File: config.mk
export PLATFORM = sky130hd
export DESIGN_NAME = conv_out_shifter
export DESIGN_NICKNAME = d
export VERILOG_FILES = /design/src/rtl/conv_out_pkg.sv /design/src/rtl/rc_edge_sync.sv /design/src/rtl/conv_timer.sv /design/src/rtl/serial_out.sv /design/src/rtl/conv_out_shifter.sv
export SDC_FILE = /design/constraint.sdc
export NUM_CORES = 1
export LEC_CHECK = 0
export ABC_AREA = 0
export BUFFER_PORTS_ARGS = -buffer_cell sky130_fd_sc_hd__buf_2
export CAP_MARGIN = 20
export CELL_PAD_IN_SITES_DETAIL_PLACEMENT = 0
export CELL_PAD_IN_SITES_GLOBAL_PLACEMENT = 1
export CORE_MARGIN = 4
export CORE_UTILIZATION = 35
export CTS_BUF_LIST = sky130_fd_sc_hd__clkbuf_4 sky130_fd_sc_hd__clkbuf_8 sky130_fd_sc_hd__clkbuf_16
export DETAILED_ROUTE_END_ITERATION = 10
export PLACE_DENSITY_LB_ADDON = 0.1
export RECOVER_POWER = 100
export SYNTH_ARGS = -nofsm -noshare
export SYNTH_HDL_FRONTEND = slang
export SYNTH_SLANG_ARGS = --single-unit
File: constraint.sdc
create_clock -name clk -period 3.96 [get_ports clk]
set_input_delay 0.594 -clock clk [delete_from_list [all_inputs] [get_ports clk]]
set_output_delay 0.594 -clock clk [all_outputs]
set_load 0.03 [all_outputs]
File: src/rtl/conv_out_pkg.sv
package conv_out_pkg;
  typedef enum logic [1:0] {
    PH_WAIT   = 2'd0,
    PH_ARMED  = 2'd1,
    PH_FIRST  = 2'd2,
    PH_STREAM = 2'd3
  } out_phase_e;
endpackage

File: src/rtl/rc_edge_sync.sv
module rc_edge_sync #(
  parameter int STAGES = 2
) (
  input  logic clk,
  input  logic rst_n,
  input  logic rc_n_i,
  input  logic cs_n_i,
  output logic req_o
);
  localparam int DEPTH = STAGES + 1;

  logic [DEPTH-1:0] pipe_q;
  logic [DEPTH-1:0] pipe_d;

  always_comb begin
    pipe_d = {pipe_q[DEPTH-2:0], rc_n_i};
  end

  always_ff @(posedge clk or negedge rst_n) begin
    if (!rst_n) pipe_q <= '1;
    else        pipe_q <= pipe_d;
  end

  // falling edge on the synchronised request, qualified by chip select
  assign req_o = pipe_q[DEPTH-1] & ~pipe_q[DEPTH-2] & ~cs_n_i;

endmodule

File: src/rtl/conv_timer.sv
module conv_timer #(
  parameter int CONV_CYCLES = 1000
) (
  input  logic clk,
  input  logic rst_n,
  input  logic req_i,
  output logic busy_n_o,
  output logic accept_o,
  output logic done_o
);
  localparam int CNT_W = $clog2(CONV_CYCLES + 1);
  localparam logic [CNT_W-1:0] CNT_LOAD = CNT_W'(CONV_CYCLES - 1);

  logic             busy_n_q, busy_n_d;
  logic [CNT_W-1:0] cnt_q, cnt_d;

  assign accept_o = busy_n_q & req_i;
  assign done_o   = ~busy_n_q & (cnt_q == '0);

  always_comb begin
    busy_n_d = busy_n_q;
    cnt_d    = cnt_q;
    if (accept_o) begin
      busy_n_d = 1'b0;
      cnt_d    = CNT_LOAD;
    end else if (!busy_n_q) begin
      if (cnt_q == '0) busy_n_d = 1'b1;
      else             cnt_d    = cnt_q - CNT_W'(1);
    end
  end

  always_ff @(posedge clk or negedge rst_n) begin
    if (!rst_n) begin
      busy_n_q <= 1'b1;
      cnt_q    <= '0;
    end else begin
      busy_n_q <= busy_n_d;
      cnt_q    <= cnt_d;
    end
  end

  assign busy_n_o = busy_n_q;

  // while converting, requests never reload the counter
  assert_ignore_busy_R5: assert property (@(posedge clk) disable iff (!rst_n)
    (!busy_n_q && cnt_q != '0) |=> (!busy_n_q && cnt_q == $past(cnt_q) - CNT_W'(1)));

  // the conversion ends when the counter runs out
  assert_conv_end_R4: assert property (@(posedge clk) disable iff (!rst_n)
    (!busy_n_q && cnt_q == '0) |=> busy_n_q);

endmodule

File: src/rtl/serial_out.sv
module serial_out
  import conv_out_pkg::*;
#(
  parameter int RES_W = 16
) (
  input  logic             clk,
  input  logic             rst_n,
  input  logic             dclk_i,
  input  logic             start_i,
  input  logic             load_i,
  input  logic [RES_W-1:0] result_i,
  input  logic             tag_i,
  output logic             sync_o,
  output logic             data_o
);
  out_phase_e       phase_q, phase_d;
  logic [RES_W-1:0] res_q, res_d;
  logic [RES_W-1:0] sr_q, sr_d;
  logic             dclk_q;
  logic             sync_q, sync_d;
  logic             data_q, data_d;
  logic             rise;

  assign rise = dclk_i & ~dclk_q;

  always_comb begin
    phase_d = phase_q;
    res_d   = res_q;
    sr_d    = sr_q;
    sync_d  = sync_q;
    data_d  = data_q;
    if (rise) begin
      unique case (phase_q)
        PH_WAIT: sync_d = 1'b0;
        PH_ARMED: begin
          sync_d  = 1'b1;
          phase_d = PH_FIRST;
        end
        PH_FIRST: begin
          sync_d  = 1'b0;
          data_d  = res_q[RES_W-1];
          sr_d    = {res_q[RES_W-2:0], tag_i};
          phase_d = PH_STREAM;
        end
        PH_STREAM: begin
          data_d = sr_q[RES_W-1];
          sr_d   = {sr_q[RES_W-2:0], tag_i};
        end
        default: phase_d = PH_WAIT;
      endcase
    end
    if (load_i) begin
      res_d   = result_i;
      phase_d = PH_ARMED;
    end else if (start_i) begin
      phase_d = PH_WAIT;
    end
  end

  always_ff @(posedge clk or negedge rst_n) begin
    if (!rst_n) begin
      phase_q <= PH_WAIT;
      res_q   <= '0;
      sr_q    <= '0;
      dclk_q  <= 1'b0;
      sync_q  <= 1'b0;
      data_q  <= 1'b0;
    end else begin
      phase_q <= phase_d;
      res_q   <= res_d;
      sr_q    <= sr_d;
      dclk_q  <= dclk_i;
      sync_q  <= sync_d;
      data_q  <= data_d;
    end
  end

  assign sync_o = sync_q;
  assign data_o = data_q;

  // outputs hold whenever the data clock shows no rising edge
  assert_hold_gap_R9: assert property (@(posedge clk) disable iff (!rst_n)
    !rise |=> ($stable(data_o) && $stable(sync_o)));

  // the marker lasts a single data-clock pulse
  assert_sync_single_R6: assert property (@(posedge clk) disable iff (!rst_n)
    (sync_o && rise) |=> !sync_o);

  // pulse 1 drives the most significant result bit
  assert_msb_first_R7: assert property (@(posedge clk) disable iff (!rst_n)
    (phase_q == PH_FIRST && rise) |=> (data_o == $past(res_q[RES_W-1])));

  // no marker unless a finished result is waiting
  assert_no_early_sync_R10: assert property (@(posedge clk) disable iff (!rst_n)
    (phase_q != PH_ARMED && rise) |=> !sync_o);

endmodule

File: src/rtl/conv_out_shifter.sv
module conv_out_shifter #(
  parameter int RES_W       = 16,
  parameter int CONV_CYCLES = 1000,
  parameter int SYNC_STAGES = 2
) (
  input  logic             clk,
  input  logic             rst_n,
  input  logic             rc_n_i,
  input  logic             cs_n_i,
  input  logic             dclk_i,
  input  logic [RES_W-1:0] result_i,
  input  logic             tag_i,
  output logic             busy_n_o,
  output logic             sync_o,
  output logic             data_o
);
  logic req;
  logic accept;
  logic done;

  rc_edge_sync #(.STAGES(SYNC_STAGES)) u_req (
    .clk    (clk),
    .rst_n  (rst_n),
    .rc_n_i (rc_n_i),
    .cs_n_i (cs_n_i),
    .req_o  (req)
  );

  conv_timer #(.CONV_CYCLES(CONV_CYCLES)) u_timer (
    .clk      (clk),
    .rst_n    (rst_n),
    .req_i    (req),
    .busy_n_o (busy_n_o),
    .accept_o (accept),
    .done_o   (done)
  );

  serial_out #(.RES_W(RES_W)) u_out (
    .clk      (clk),
    .rst_n    (rst_n),
    .dclk_i   (dclk_i),
    .start_i  (accept),
    .load_i   (done),
    .result_i (result_i),
    .tag_i    (tag_i),
    .sync_o   (sync_o),
    .data_o   (data_o)
  );

  // an accepted request pulls busy low on the next edge
  assert_start_R2: assert property (@(posedge clk) disable iff (!rst_n)
    (req && busy_n_o) |=> !busy_n_o);

endmodule

==> results.py, run 1 <==
metrics = {
    "status": {
        "outcome": "finished, final reports clean",
    },
    "final_layout": {
        "final_cell_area_um2": 2550,
        "areaGrowthSynthToFinish_pct": 10.5,
        "final_layout_size_suffix_gt1_frac": 0.205,
        "fillers": 644,
        "final_net_count": 246,
        "antenna_cells_inserted": 0,
    },
    "drt": {
        "route.vias.total": 1478,
        "totalWireLength_um": 4320,
        "drt.antenna.violating_nets": 0,
        "remaining_drc_errors": 0,
        "viasPerCell": 4.98,
        "first_pass_iters": 4,
        "route.detailed.wl_per_inst_um": 14.5,
        "first_iter_violations": 44,
    },
    "worst_setup_path": {
        "kind_of_start_point_of_the_critical_path": "flop",
        "critPathMaxFanout": 22,
        "crit_path_required_time_ps": 4190,
        "startpoint": "u_out.phase_q[0]$_DFFE_PN0P_",
        "worst_ep_arrival_time_ps": 3040,
        "regToRegStartpoint": "u_out.phase_q[0]$_DFFE_PN0P_",
        "worstSetupPathType": "flop to flop",
        "cp-end-kind": "flop",
    },
    "clock_network": {
        "cts_tree": "yes",
        "clkTransAtPathRegs_ps": 90,
        "holdBufCountCts": 0,
        "htree_levels": 2,
        "post_cts.resized_instances": 0,
        "clkSinkCount": 51,
        "worstSkewPairLatency_ps": 300,
        "cts_max_path_buffers": 2,
        "cts_root_buf": "sky130_fd_sc_hd__clkbuf_8",
        "numCtsBuffers": 5,
        "post-cts-setup-buffers": 0,
    },
    "grt": {
        "antenna_found_initial": 0,
        "grt_pass1_vias": 1585,
        "grt_pass1_wl_um": 7710,
        "largest_net_degree_at_the_start_of_global_routing": 34,
        "overflow": 0,
        "grt_usage": 0.126,
    },
    "place": {
        "postPlaceCellArea_um2": 2520,
        "dp.final_hpwl_um": 3080,
        "finalWeightedCongestion": 0.706,
        "place.port_buffers": 24,
    },
    "synthesis": {
        "postSynthNetCount": 218,
        "synth_top_area_share": 0.510,
        "fraction_of_the_mapped_netlist_area_in_compound_gates": 0.0743,
        "synth_top_area_cell": "sky130_fd_sc_hd__dfrtp_1",
        "postSynthCellCount": 191,
        "synth_edf_count": 0,
        "register_bit_count_reported_by_yosys": 51,
        "avgSynthCellArea_um2": 12.1,
        "yosys.area_share.xor_xnor": 0.00380,
        "yosysSeqAreaShare": 0.556,
        "async_flop_share": 1.00,
        "postSynth.topFlopCell": "sky130_fd_sc_hd__dfrtp_1",
        "portion_of_netlist_area_occupied_by_mux_cells": 0.180,
        "post_synth_and_or_nand_nor_area_fraction": 0.134,
        "post_synth_instance_area_um2": 2310,
        "largest_family_of_logic_cells_by_synthesized_area": "multiplexers",
        "adder_cell_area_share_of_the_yosys_netlist": 0.0271,
        "post_synth_num_cell_types": 36,
        "yosys-top-cells-area": "sky130_fd_sc_hd__dfrtp_1, sky130_fd_sc_hd__mux2i_1, sky130_fd_sc_hd__mux2_4, sky130_fd_sc_hd__a21oi_1, sky130_fd_sc_hd__dfstp_2",
        "number_of_warning_messages_in_the_yosys_log": 0,
    },
    "timing": {
        "clock-skew-final_ps": 4.63,
        "report.final.slew_viol_count": 0,
        "setup-violations-final": 0,
        "slew-limit-headroom": 0.144,
        "finalHoldViolCount": 0,
        "max_slew.worst_pin.slew_ps": 1280,
        "rsz0062_at_grt": "no",
        "finalSetupTns_ps": 0,
        "period_minus_slack_ps": 2810,
        "fmax_mhz": 355,
        "post-route-period-util": 0.710,
    },
    "die": {
        "rows": 29,
        "dieArea_um2": 7950,
        "core_area_um2": 6390,
        "fp.dieW_um": 89.2,
        "die_h_um": 89.2,
        "top_level_ports": 25,
        "initial_utilization": 0.361,
    },
    "power_and_ir_drop": {
        "power_per_cell_area_nw_per_um2": 621,
        "p_leak_nw": 1.09,
        "vdd.ir_drop.worst_mv": 0.237,
    },
    "worst_hold_path": {
        "holdCritPathClass": "flop to flop",
        "hp-start": "u_req.pipe_q[0]$_DFF_PN1_",
    },
    "job": {
        "drv.max_cap_violation_count": 0,
    },
}
[layout by cell type, fill, tap and decap left out, types with 2 or more instances in the layout]
master | netlist | routed
sky130_fd_sc_hd__o21ai_0 | 2 | 2
sky130_fd_sc_hd__mux2_2 | 8 | 8
sky130_fd_sc_hd__dfrtp_1 | 47 | 47
sky130_fd_sc_hd__dfstp_2 | 4 | 3
sky130_fd_sc_hd__a21oi_1 | 21 | 21
sky130_fd_sc_hd__nor3_1 | 3 | 3
sky130_fd_sc_hd__nand3b_1 | 2 | 2
sky130_fd_sc_hd__nor2_1 | 26 | 25
sky130_fd_sc_hd__or3_1 | 2 | 2
sky130_fd_sc_hd__mux2_1 | 0 | 9
sky130_fd_sc_hd__clkbuf_8 | 0 | 5
sky130_fd_sc_hd__buf_4 | 0 | 2
sky130_fd_sc_hd__buf_2 | 1 | 19
sky130_fd_sc_hd__clkbuf_4 | 0 | 2
sky130_fd_sc_hd__nand2_1 | 7 | 7
sky130_fd_sc_hd__a211o_1 | 2 | 2
sky130_fd_sc_hd__ha_1 | 5 | 5
sky130_fd_sc_hd__nand3_1 | 2 | 2
sky130_fd_sc_hd__nand2b_1 | 2 | 2
sky130_fd_sc_hd__mux2i_1 | 19 | 19
sky130_fd_sc_hd__o31ai_1 | 2 | 2
sky130_fd_sc_hd__clkbuf_1 | 4 | 6
sky130_fd_sc_hd__inv_1 | 6 | 6
[per-stage QoR]
stage	total power, mW	setup WS [ps]	utilization	hold slack (ps)	instances
final	1.58	1150	0.399	366	297
after detailed placement	1.32	1860	0.394	348	288
after floorplan	1.17	2200	-	298	191
after global placement	1.29	1940	0.394	347	288
after CTS	1.62	1820	0.408	235	296
after global routing	1.72	870	0.399	360	297
[final timing paths]
path                                                     end  slack, ps  cells past startpoint
worst min-delay path               u_req.pipe_q[1]$_DFF_PN1_        370                      0
min in group asynchronous       u_timer.cnt_q[0]$_DFFE_PN0P_        450                      1
max in group asynchronous         u_timer.busy_n_o$_DFF_PN1_       2470                      2
worst max-delay path               u_out.sr_q[2]$_DFFE_PN0P_       1150                      7
worst max register to register     u_out.sr_q[2]$_DFFE_PN0P_       1150                      7
worst min register to register     u_req.pipe_q[1]$_DFF_PN1_        370                      0
[cell type report]
class | count | area, um^2 | share of cell area
Sequential cell | 51 | 1280 | 0.503
Timing Repair Buffer | 28 | 140 | 0.0550
Clock inverter | 2 | 12.5 | 0.00491
Tap cell | 77 | 96.3 | 0.0378
Inverter | 6 | 22.5 | 0.00884
Multi-Input combinational cell | 127 | 918 | 0.361
Clock buffer | 6 | 76.3 | 0.0300
[registers in the layout, summed over array words and instances, names as in the netlist]
name,flops
u_out.sr_q,16
u_req.pipe_q,3
u_timer.cnt_q,10
u_out.data_o,1
u_out.phase_q,2
u_out.res_q,16
u_out.sync_o,1
u_timer.busy_n_o,1
u_out.dclk_q,1
[synth_stat cells, types with 3 or more instances]
library cell	count
sky130_fd_sc_hd__nor2_1	26
sky130_fd_sc_hd__mux2_4	9
sky130_fd_sc_hd__a21oi_1	21
sky130_fd_sc_hd__inv_1	6
sky130_fd_sc_hd__ha_1	5
sky130_fd_sc_hd__mux2i_1	19
sky130_fd_sc_hd__mux2_2	8
sky130_fd_sc_hd__dfstp_2	4
sky130_fd_sc_hd__nand2_1	7
sky130_fd_sc_hd__dfrtp_1	47
sky130_fd_sc_hd__clkbuf_1	4
sky130_fd_sc_hd__nor3_1	3
[logic make-up after synthesis]
group,Yosys count
xor+xnor,1
buf+inv,13
fa+ha+maj,5
flops,51
compound gates,30
simple gates,55
mux,36
[power breakdown]
| part | internal, mW | leakage (nW) | switching [mW] |
|---|---|---|---|
| registers | 0.672 | 0.566 | 0.116 |
| logic | 0.218 | 0.480 | 0.272 |
| clock network | 0.131 | 0.0446 | 0.173 |
| total | 1.02 | 1.09 | 0.562 |
[layer usage]
layer  track usage  routed length [um]  share of wire  vias to the layer above
met5             0                   0              0                        -
li1              -                   -              -                      729
met2         0.214                2110           0.49                       17
met4        0.0284                  35         0.0081                        0
met1         0.160                2050           0.48                      728
met3        0.0359                 120          0.028                        4
[worst max-delay path: stages, from the launching register on]
cell	delay (ps)
sky130_fd_sc_hd__dfrtp_1	390
sky130_fd_sc_hd__ha_1	150
sky130_fd_sc_hd__clkbuf_1	940
sky130_fd_sc_hd__nor2_1	110
sky130_fd_sc_hd__nor2_2	660
sky130_fd_sc_hd__buf_4	310
sky130_fd_sc_hd__nor2_1	60
sky130_fd_sc_hd__a21oi_1	120
No activity file was read; power rests on OpenSTA's default activity.
==> run 2, diff against run 1 <==
==> constraint.sdc (replaced) <==
create_clock -name clk -period 2.5 [get_ports clk]
set_input_delay 0.375 -clock clk [delete_from_list [all_inputs] [get_ports clk]]
set_output_delay 0.375 -clock clk [all_outputs]
set_load 0.03 [all_outputs]
==> results.py, run 2 (synthesis gave the netlist of run 1 again) <==
metrics = {
    "grt": {
        "groute.layer.met3.usage": 0.0359,
        "grt_usage": 0.121,
        "overflow": 0,
        "grt_pass1_vias": 1534,
        "largest_net_degree_at_the_start_of_global_routing": 52,
        "grt_pass1_wl_um": 7400,
        "grt_busiest_layer": "met2",
        "antenna_found_initial": 0,
        "grt_use_met2": 0.206,
        "globalRouteMet1Util": 0.147,
    },
    "worst_setup_path": {
        "timing.rr.end": "u_out.res_q[8]$_DFFE_PN0P_",
        "crit_path_required_time_ps": 2680,
        "critPathMaxFanout": 17,
        "worstRegToRegCells": 6,
        "r2r_setup_slack_ps": 400,
        "kind_of_start_point_of_the_critical_path": "flop",
        "worstSetupPathType": "flop to flop",
        "regToRegStartpoint": "u_timer.cnt_q[0]$_DFFE_PN0P_",
        "cp-end-kind": "flop",
        "worst_ep_arrival_time_ps": 2280,
    },
    "timing": {
        "period_minus_slack_ps": 2100,
        "slew-limit-headroom": 0.151,
        "fmax_mhz": 476,
        "setup-violations-final": 0,
        "clock-skew-final_ps": 6.86,
        "finalHoldViolCount": 0,
        "hold_ws_ps": 166,
        "report.final.slew_viol_count": 0,
        "rsz0062_at_grt": "no",
        "worst_slack_ps": 400,
        "post-route-period-util": 0.840,
        "finalSetupTns_ps": 0,
        "max_slew.worst_pin.slew_ps": 1270,
    },
    "die": {
        "rows": 29,
        "fp.dieW_um": 89.2,
        "core_area_um2": 6390,
        "dieArea_um2": 7950,
        "die_h_um": 89.2,
        "initial_utilization": 0.361,
        "top_level_ports": 25,
    },
    "clock_network": {
        "htree_levels": 2,
        "clkTransAtPathRegs_ps": 90,
        "cts_tree": "yes",
        "worstSkewPairLatency_ps": 300,
        "clkSinkCount": 51,
        "cts_max_path_buffers": 2,
        "post_cts.resized_instances": 0,
        "holdBufCountCts": 0,
        "post-cts-setup-buffers": 0,
        "cts_root_buf": "sky130_fd_sc_hd__clkbuf_8",
        "numCtsBuffers": 5,
    },
    "final_layout": {
        "final_layout_size_suffix_gt1_frac": 0.250,
        "final_cell_area_um2": 2590,
        "biggestRegsByFlops": "u_out.res_q: 16 flops, u_out.sr_q: 16 flops, u_timer.cnt_q: 10 flops",
        "antenna_cells_inserted": 0,
        "layout.cells.most_common_list": "sky130_fd_sc_hd__dfrtp_1, sky130_fd_sc_hd__nor2_1, sky130_fd_sc_hd__a21oi_1",
        "areaGrowthSynthToFinish_pct": 12.3,
        "finish.utilization": 0.405,
        "mostFrequentLayoutCell": "sky130_fd_sc_hd__dfrtp_1",
        "final_net_count": 246,
    },
    "power_and_ir_drop": {
        "p_leak_nw": 1.16,
        "power_per_cell_area_nw_per_um2": 975,
        "vdd.ir_drop.worst_mv": 0.398,
    },
    "worst_hold_path": {
        "hold_depth": 1,
        "holdCritPathClass": "primary input to flop",
        "timing.hold.worst_endpoint": "u_req.pipe_q[0]$_DFF_PN1_",
        "hp-start": "rc_n_i",
    },
    "place": {
        "finalWeightedCongestion": 0.788,
        "dp.final_hpwl_um": 2900,
        "dpl_worst_slack_ps": 562,
        "place.port_buffers": 24,
        "postPlaceCellArea_um2": 2520,
    },
    "drt": {
        "remaining_drc_errors": 0,
        "first_iter_violations": 30,
        "totalWireLength_um": 4260,
        "first_pass_iters": 4,
        "viasPerCell": 4.94,
        "route.detailed.wl_per_inst_um": 14.3,
        "drt.antenna.violating_nets": 0,
        "route.vias.total": 1468,
    },
    "job": {
        "drv.max_cap_violation_count": 0,
    },
    "status": {
        "outcome": "finished, final reports clean",
    },
}
-- run 2: cell count changes in the layout (fill, tap and decap cells not counted), sizes merged --
cell | before | now
clkinv | 1 | 0
clkbuf | 13 | 15
clkinvlp | 1 | 0
-- run 2: report_power, final --
| group | internal (mW) | total, mW | switching, mW | leakage (nW) |
|---|---|---|---|---|
| Sequential | 1.06 | 1.26 | 0.193 | 0.566 |
| Clock | 0.232 | 0.484 | 0.252 | 0.0498 |
| Combinational | 0.351 | 0.781 | 0.430 | 0.547 |
-- run 2: layout make-up --
cell class / instances / area [um^2]
timing repair buffer: 28 / 136
tap: 77 / 96.3
sequential: 51 / 1280
inverter: 6 / 22.5
fill: 628 / 3800
clock buffer: 8 / 91.3
multi-input combinational: 127 / 961
-- run 2: routing by layer --
| metal | vias up | wire (um) |
|---|---|---|
| met5 | - | 0 |
| met4 | 0 | 55 |
| met3 | 6 | 141 |
| met2 | 18 | 2140 |
| met1 | 724 | 1930 |
| li1 | 720 | - |
-- run 2: worst max-delay path by stage --
| stage | startpoint | endpoint | depth (start not counted) |
|---|---|---|---|
| floorplan | u_timer.cnt_q[0]$_DFFE_PN0P_ | u_out.res_q[10]$_DFFE_PN0P_ | 7 |
| global placement | u_timer.cnt_q[0]$_DFFE_PN0P_ | u_out.res_q[10]$_DFFE_PN0P_ | 6 |
| detailed placement | u_timer.cnt_q[0]$_DFFE_PN0P_ | u_out.res_q[11]$_DFFE_PN0P_ | 6 |
| CTS | u_timer.cnt_q[0]$_DFFE_PN0P_ | u_out.res_q[13]$_DFFE_PN0P_ | 6 |
| global route | u_timer.cnt_q[0]$_DFFE_PN0P_ | u_out.res_q[10]$_DFFE_PN0P_ | 6 |
| finish | u_timer.cnt_q[0]$_DFFE_PN0P_ | u_out.res_q[8]$_DFFE_PN0P_ | 6 |
-- run 2: worst max-delay path, cell delays in order, from the launching register on --
cell and delay (ps):
sky130_fd_sc_hd__dfrtp_1 420, sky130_fd_sc_hd__inv_1 90, sky130_fd_sc_hd__ha_1 190, sky130_fd_sc_hd__nor4b_4 310, sky130_fd_sc_hd__and2_0 360, sky130_fd_sc_hd__nand2_4 250, sky130_fd_sc_hd__mux2_4 360
-- run 2: stage by stage --
| step | total power [mW] | cells |
|---|---|---|
| 6_report | 2.52 | 297 |
| 5_1_grt | 2.74 | 297 |
| 4_1_cts | 2.59 | 297 |
| 3_5_place_dp | 2.09 | 289 |
| 3_3_place_gp | 2.05 | 289 |
| 2_1_floorplan | 1.86 | 191 |
==> run 3, diff against run 2 <==
--- a/config.mk
+++ b/config.mk
@@ -5,7 +5,7 @@
 export SDC_FILE = /design/constraint.sdc
 export NUM_CORES = 1
 export LEC_CHECK = 0
-export ABC_AREA = 0
+export ABC_AREA = 1
 export BUFFER_PORTS_ARGS = -buffer_cell sky130_fd_sc_hd__buf_2
 export CAP_MARGIN = 20
 export CELL_PAD_IN_SITES_DETAIL_PLACEMENT = 0
==> constraint.sdc (replaced) <==
create_clock -name clk -period 1.9 [get_ports clk]
set_input_delay 0.285 -clock clk [delete_from_list [all_inputs] [get_ports clk]]
set_output_delay 0.285 -clock clk [all_outputs]
set_load 0.03 [all_outputs]
==> results.py, run 3 <==
metrics = {
    "synthesis": {
        "synthMostInstantiatedCell": "sky130_fd_sc_hd__nand2_1",
        "adder_cell_area_share_of_the_yosys_netlist": 0.0253,
        "postSynthNetCount": 314,
        "post_synth_instance_area_um2": 2470,
        "yosys.area_share.xor_xnor": 0.0106,
        "yosysSeqAreaShare": 0.518,
        "yosys-top-cells-area": "sky130_fd_sc_hd__dfrtp_1, sky130_fd_sc_hd__nand2_1, sky130_fd_sc_hd__nand3_1, sky130_fd_sc_hd__inv_1, sky130_fd_sc_hd__dfstp_2",
        "yosys-top-cells-count": "sky130_fd_sc_hd__nand2_1, sky130_fd_sc_hd__dfrtp_1, sky130_fd_sc_hd__inv_1, sky130_fd_sc_hd__nand3_1",
        "number_of_warning_messages_in_the_yosys_log": 0,
        "postSynthCellCount": 287,
        "register_bit_count_reported_by_yosys": 51,
        "postSynth.topFlopCell": "sky130_fd_sc_hd__dfrtp_1",
        "avgSynthCellArea_um2": 8.61,
        "portion_of_netlist_area_occupied_by_mux_cells": 0,
        "synth_edf_count": 0,
        "post_synth_num_cell_types": 27,
        "fraction_of_the_mapped_netlist_area_in_compound_gates": 0.123,
        "async_flop_share": 1.00,
        "post_synth_and_or_nand_nor_area_fraction": 0.234,
        "synth_top_area_share": 0.476,
        "largest_family_of_logic_cells_by_synthesized_area": "simple AND/OR/NAND/NOR gates",
        "synth_top_area_cell": "sky130_fd_sc_hd__dfrtp_1",
    },
    "power_and_ir_drop": {
        "clock_power_share": 0.232,
        "power_per_cell_area_nw_per_um2": 977,
        "net-switching-power_mw": 0.899,
        "power.share.combinational": 0.259,
        "internal-power_mw": 1.77,
        "p_leak_nw": 1.36,
        "vdd.ir_drop.worst_mv": 0.320,
        "pwr-share-seq": 0.509,
        "power_switching_share": 0.337,
    },
    "final_layout": {
        "biggestRegsByFlops": "u_out.res_q: 16 flops, u_out.sr_q: 16 flops, u_timer.cnt_q: 10 flops",
        "areaGrowthSynthToFinish_pct": 10.6,
        "layout.cells.most_common_list": "sky130_fd_sc_hd__nand2_1, sky130_fd_sc_hd__dfrtp_1, sky130_fd_sc_hd__inv_1",
        "fillers": 747,
        "final_layout_size_suffix_gt1_frac": 0.156,
        "antenna_cells_inserted": 0,
        "final_net_count": 341,
        "finish.utilization": 0.400,
        "mostFrequentLayoutCell": "sky130_fd_sc_hd__nand2_1",
        "finalNonFillerCells": 410,
        "final_cell_area_um2": 2730,
    },
    "clock_network": {
        "clkSinkCount": 51,
        "cts_max_path_buffers": 2,
        "numCtsBuffers": 5,
        "post_cts.resized_instances": 0,
        "cts_root_buf": "sky130_fd_sc_hd__clkbuf_8",
        "post-cts-setup-buffers": 0,
        "htree_levels": 2,
        "clkTransAtPathRegs_ps": 90,
        "worstSkewPairLatency_ps": 300,
        "cts_tree": "yes",
    },
    "place": {
        "dp.final_hpwl_um": 3350,
        "placedCellCount": 402,
        "postPlaceCellArea_um2": 2690,
        "place.port_buffers": 24,
        "finalWeightedCongestion": 0.783,
        "dpl_worst_slack_ps": 298,
    },
    "timing": {
        "period_minus_slack_ps": 1650,
        "max_slew.worst_pin.slew_ps": 1140,
        "clock-skew-final_ps": 6.96,
        "finalHoldViolCount": 0,
        "report.final.slew_viol_count": 0,
        "finalSetupTns_ps": 0,
        "fmax_mhz": 605,
        "slew-limit-headroom": 0.237,
        "post-route-period-util": 0.870,
        "rsz0062_at_grt": "no",
        "setup-violations-final": 0,
        "worst_slack_ps": 247,
    },
    "job": {
        "drv.max_cap_violation_count": 0,
    },
    "die": {
        "die_h_um": 92.0,
        "fp.dieW_um": 92.0,
        "rows": 30,
        "core_area_um2": 6830,
        "initial_utilization": 0.362,
        "dieArea_um2": 8470,
        "top_level_ports": 25,
    },
    "grt": {
        "largest_net_degree_at_the_start_of_global_routing": 52,
        "grt_pass1_vias": 1802,
        "overflow": 0,
        "grt_usage": 0.130,
        "antenna_found_initial": 0,
        "grt_pass1_wl_um": 8850,
    },
    "worst_setup_path": {
        "cp-end-kind": "flop",
        "worstSetupPathType": "flop to flop",
        "crit_path_required_time_ps": 2150,
        "worst_ep_arrival_time_ps": 1900,
        "critPathMaxFanout": 16,
        "kind_of_start_point_of_the_critical_path": "flop",
    },
    "drt": {
        "route.detailed.wl_per_inst_um": 12.1,
        "route.vias.total": 1861,
        "first_pass_iters": 4,
        "viasPerCell": 4.54,
        "remaining_drc_errors": 0,
        "first_iter_violations": 88,
        "drt.antenna.violating_nets": 0,
        "totalWireLength_um": 4960,
    },
    "worst_hold_path": {
        "holdCritPathClass": "primary input to flop",
    },
    "status": {
        "outcome": "finished, final reports clean",
    },
}
-- run 3: cell families (layout without fill, tap and decap cells) --
family	after synthesis	count (layout)
AO/OA/AOI/OAI	47	47
flip-flops	51	51
adder cells (fa/ha/maj)	5	5
AND/OR/NAND/NOR	134	134
XOR/XNOR	3	3
buffers and inverters	47	74
-- run 3: metrics by stage --
stage                     hold slack [ps]  power, mW
after floorplan                     -10.6       1.96
after global placement                306       2.11
after detailed placement              303       2.12
after CTS                            59.9       2.76
after global routing                 55.1       2.89
final                                75.4       2.67
-- run 3: layout make-up --
class / instances / area [um^2] / area share
Timing Repair Buffer: 31 / 166 / 0.0609
Clock buffer: 5 / 68.8 / 0.0252
Inverter: 36 / 135 / 0.0495
Tap cell: 96 / 120 / 0.0440
Multi-Input combinational cell: 189 / 947 / 0.347
Clock inverter: 2 / 13.8 / 0.00504
Sequential cell: 51 / 1280 / 0.469
-- run 3: power by group through the flow --
| stage | logic (mW) | clock network [mW] | registers [mW] |
|---|---|---|---|
| after floorplan | 0.551 | 0 | 1.41 |
| after global routing | 0.816 | 0.689 | 1.38 |
| final | 0.690 | 0.620 | 1.36 |
| after global placement | 0.735 | 0 | 1.38 |
| after CTS | 0.746 | 0.656 | 1.36 |
| after detailed placement | 0.741 | 0 | 1.38 |
-- run 3: path summary, 6_finish.rpt --
kind,slack (ps),start,cells past startpoint,to
worst max-delay path,250,u_timer.cnt_q[0]$_DFFE_PN0P_,8,u_timer.cnt_q[7]$_DFFE_PN0P_
worst min-delay path,80,rc_n_i,1,u_req.pipe_q[0]$_DFF_PN1_
worst max register to register,250,u_timer.cnt_q[0]$_DFFE_PN0P_,8,u_timer.cnt_q[7]$_DFFE_PN0P_
worst min register to register,360,u_req.pipe_q[0]$_DFF_PN1_,0,u_req.pipe_q[1]$_DFF_PN1_
max in group asynchronous,380,rst_n,3,u_timer.cnt_q[5]$_DFFE_PN0P_
min in group asynchronous,830,rst_n,3,u_out.dclk_q$_DFF_PN0_
-- run 3: what timing repair did --
item,4_1_cts,5_1_grt
endpoints found under the setup margin,0,0
hold buffers,1,0
hold endpoints to repair,47,0
-- run 3: worst max-delay path: stages (launching register included) --
cell and delay, ps:
sky130_fd_sc_hd__dfrtp_1 410, sky130_fd_sc_hd__inv_1 190, sky130_fd_sc_hd__ha_1 180, sky130_fd_sc_hd__nand2_1 120, sky130_fd_sc_hd__o21ai_2 230, sky130_fd_sc_hd__nand2_4 160, sky130_fd_sc_hd__inv_1 170, sky130_fd_sc_hd__nand2_1 70
sky130_fd_sc_hd__nand2_1 70
-- run 3: routing by layer --
metal	part of all wire	global-route usage
met1	0.53	0.188
met2	0.42	0.192
met5	0	0
met4	0.011	0.0408
met3	0.036	0.0295
